## config.mk

```make
export PLATFORM = sky130hd
export DESIGN_NAME = out_macrocell
export DESIGN_NICKNAME = d
export VERILOG_FILES = /design/src/rtl/out_macrocell.sv
export SDC_FILE = /design/constraint.sdc
export NUM_CORES = 1
export LEC_CHECK = 0
export BUFFER_PORTS_ARGS = -buffer_cell sky130_fd_sc_hd__buf_2
export CAP_MARGIN = 0
export CELL_PAD_IN_SITES_DETAIL_PLACEMENT = 2
export CELL_PAD_IN_SITES_GLOBAL_PLACEMENT = 2
export CORE_AREA = 5 5 42 44
export DETAILED_ROUTE_END_ITERATION = 10
export DIE_AREA = 0 0 47 49
export GPL_TIMING_DRIVEN = 0
export PLACE_DENSITY_LB_ADDON = 0.1
export SLEW_MARGIN = 20
export SYNTH_ARGS = -nofsm -noshare
export SYNTH_HDL_FRONTEND = slang
export SYNTH_SLANG_ARGS = --single-unit
```

## constraint.sdc

```tcl
create_clock -name clk -period 4.56 [get_ports clk]
set_clock_uncertainty 0.15 [all_clocks]
set_input_delay 1.368 -clock clk [delete_from_list [all_inputs] [get_ports clk]]
set_output_delay 1.368 -clock clk [all_outputs]
set_load 0.03 [all_outputs]
```

## src/rtl/out_macrocell.sv

```systemverilog
module out_macrocell #(
  parameter int CFG_W = 4
) (
  input  logic             clk,
  input  logic             clr_term,
  input  logic             preset_term,
  input  logic             sum_in,
  input  logic             oe_term,
  input  logic             pin_in,
  input  logic [CFG_W-1:0] cfg,
  input  logic             ext_mode,
  output logic             pin_out,
  output logic             pin_oe,
  output logic             fb_out
);

  localparam logic [1:0] FB_REG = 2'b00;
  localparam logic [1:0] FB_SUM = 2'b01;
  localparam logic [1:0] FB_PIN = 2'b10;

  logic       q;
  logic       inv_sel;
  logic       reg_sel;
  logic [1:0] fb_cfg;
  logic [1:0] fb_sel;
  logic       data_sel;

  assign inv_sel = cfg[0];
  assign reg_sel = cfg[1];
  assign fb_cfg  = cfg[3:2];

  always_ff @(posedge clk or posedge clr_term) begin
    if (clr_term)         q <= 1'b0;
    else if (preset_term) q <= 1'b1;
    else                  q <= sum_in;
  end

  assign data_sel = reg_sel ? q : sum_in;
  assign pin_out  = data_sel ^ inv_sel;
  assign pin_oe   = oe_term;

  always_comb begin
    if (ext_mode)     fb_sel = fb_cfg;
    else if (reg_sel) fb_sel = FB_REG;
    else              fb_sel = FB_PIN;
  end

  always_comb begin
    case (fb_sel)
      FB_REG:  fb_out = q;
      FB_SUM:  fb_out = sum_in;
      default: fb_out = pin_in;
    endcase
  end

  AST_PRESET_SETS: assert property (@(posedge clk) disable iff (clr_term)
    preset_term |=> q);
  AST_D_LOADS: assert property (@(posedge clk) disable iff (clr_term)
    !preset_term |=> (q == $past(sum_in)));
  AST_COMPAT_REG_FB: assert property (@(posedge clk) disable iff (clr_term)
    (!ext_mode && cfg[1]) |-> (fb_out == q));
  AST_COMPAT_PIN_FB: assert property (@(posedge clk) disable iff (clr_term)
    (!ext_mode && !cfg[1]) |-> (fb_out == pin_in));
  AST_EXT_SUM_FB: assert property (@(posedge clk) disable iff (clr_term)
    (ext_mode && cfg[3:2] == 2'b01) |-> (fb_out == sum_in));
  AST_REG_FB_RAW: assert property (@(posedge clk) disable iff (clr_term)
    (ext_mode && cfg[3:2] == 2'b00 && cfg[1]) |-> (pin_out == (fb_out ^ cfg[0])));
  AST_OE_PASS: assert property (@(posedge clk) disable iff (clr_term)
    pin_oe == oe_term);

endmodule

```

==> metrics <==
Final #Nets=36; Initial DRC Count=0; Crit Path Category=in -> out; fmax=0.2631 GHz; CP endpoint kind=primary output; VDD IR max=0.04572 mV; share of layout cells above drive strength 1=0.6957; vias in the first global route=134; I/O Pins=14; Critical Path Fanout Max=3; via count=123; Placed Area=180.2 µm²; core area=1401 µm²; CTS Hold Bufs=0; Setup crit start kind=input pin; Die W=47 µm; largest net degree at the start of global routing=4; share of the synthesized area in the top cell type=0.2500; Via-to-Cell Ratio=3.154; Synth cell types=11; Mapped Cells=11; Synth Net Count=22; Slew headroom=0.8874; Worst EP arrival=2.28 ns; max-cap violations=0; RePlAce Congestion=0.7039; Hold/Removal Path Class=in -> async; initial core utilization=0.07143; Post-CTS Setup Bufs=0; post-DR wirelength/cell=8.026 µm; die area=2303 µm²; Worst path most repeated cell=buf_2; GRT Util Overall=0.02741; CP top delay family=multiplexers; Max Slew Vio Count=0; leading area contributor after synthesis=dfrtp_1; buffers plus inverters on the worst setup path=2; DRC errors left=0; ranking of synthesized cells by area=dfrtp_1 (25%), mux2_4 (15%), mux2_2 (11%); RSZ-0062 raised after global routing=no; Avg Inst Size Synth=9.100 µm²; Post-Route WL=313 µm; post-route ant nets=0; setup violators final=0; slowest stage delay, CP=0.29 ns; Top Registers=q: 1 flops; Pre-Repair DR Iteration Count=1; crit-path cells=buf_2 -> nand2_1 -> mux2_4 -> mux2_2 -> buf_2; final cell count without fillers=39; CP required=3.04 ns; initial antenna violation count=0; leakage=0.09553 nW; most flop-heavy register=q; total global routing overflow=0; Seq cells post-synth=1; Seq/Total Area, Yosys=0.2500; Placed Instances=39; Post-Layout Inst Area=180.2 µm²; post-cts resize count=0; Worst-path clk slew=0 ns; max reg flops=1; global-route wire length before repair=531 µm; final hold vios=0; Layout Utilization=0.1286; antenna cells=0; Yosys warning total=0; outcome=finished, final reports clean; slowest cell on the critical path=mux2_4; Cell Area, Synth=100.1 µm²; setup_tns=0 ns; Period Utilization, post-route=0.8334; min cycle time layout=3.800 ns; Rows=14; Syn-to-layout area delta=80.00%; Worst-Margin Slew=0.1641 ns; IO buf count=12; DIE HEIGHT=49 µm; P per Cell Area=156.2 nW/µm²
power breakdown:
group	internal (W)	switching, W
combinational	0.00000866	0.00000973
clock	0	0
sequential	0.00000949	0.000000256
total	0.0000182	0.00000999
final cells by class:
class | count | area (µm²)
fill | 178 | 1221
multi-input combinational | 8 | 63.81
timing repair buffer | 12 | 60.06
sequential | 1 | 25.02
tap | 16 | 20.02
buffer | 1 | 7.507
inverter | 1 | 3.754
metal layers:
layer | share of wire | GRT usage | vias to the layer above
li1 | - | - | 59
met1 | 0.35 | 0.04148 | 55
met2 | 0.43 | 0.04525 | 9
met3 | 0.21 | 0 | 0
met4 | 0 | 0 | 0
met5 | 0 | 0 | -
kinds of logic after synthesis:
| logic type | synth area share |
|---|---|
| muxes | 0.3625 |
| AOI/OAI and AO/OA | 0.04995 |
| and+or+nand+nor | 0.1375 |
| xor gates and xnor gates | 0.08752 |
| buffers and inverters | 0.1125 |
| DFF | 0.2500 |
final timing paths:
kind,from,to,slack [ns],depth (start not counted)
max in group asynchronous,clr_term,q,3.12,2
worst min-delay path,clr_term,q,1.05,2
worst max-delay path,ext_mode,fb_out,0.76,5
min in group clk,preset_term,q,1.41,2
stage by stage:
stage          hold slack, ns  setup slack, ns    power, W
3_5_place_dp            1.053           0.7579  0.00002854
6_report                1.051           0.7597  0.00002814
5_1_grt                 1.071           0.7147  0.00003000
3_3_place_gp            1.052           0.7489  0.00002822
4_1_cts                 1.053           0.7533  0.00002858
2_1_floorplan          0.9467           0.9815  0.00002102
Yosys cell counts:
library cell	instances
mux2i_1	1
nor2_1	1
or2_2	1
dfrtp_1	1
a21oi_1	1
buf_4	1
mux2_2	1
xnor2_1	1
inv_1	1
nand2_1	1
mux2_4	1
placed cells by master, fill, tap and decap left out:
master and instances:
buf_2 12, nand2_1 1, mux2_4 1, nor2_1 1
a21oi_1 1, mux2_2 1, mux2i_1 1, xnor2_1 1
or2_2 1, inv_1 1, buf_4 1, dfrtp_1 1
Note: power is estimated with default switching activity, not from simulation.
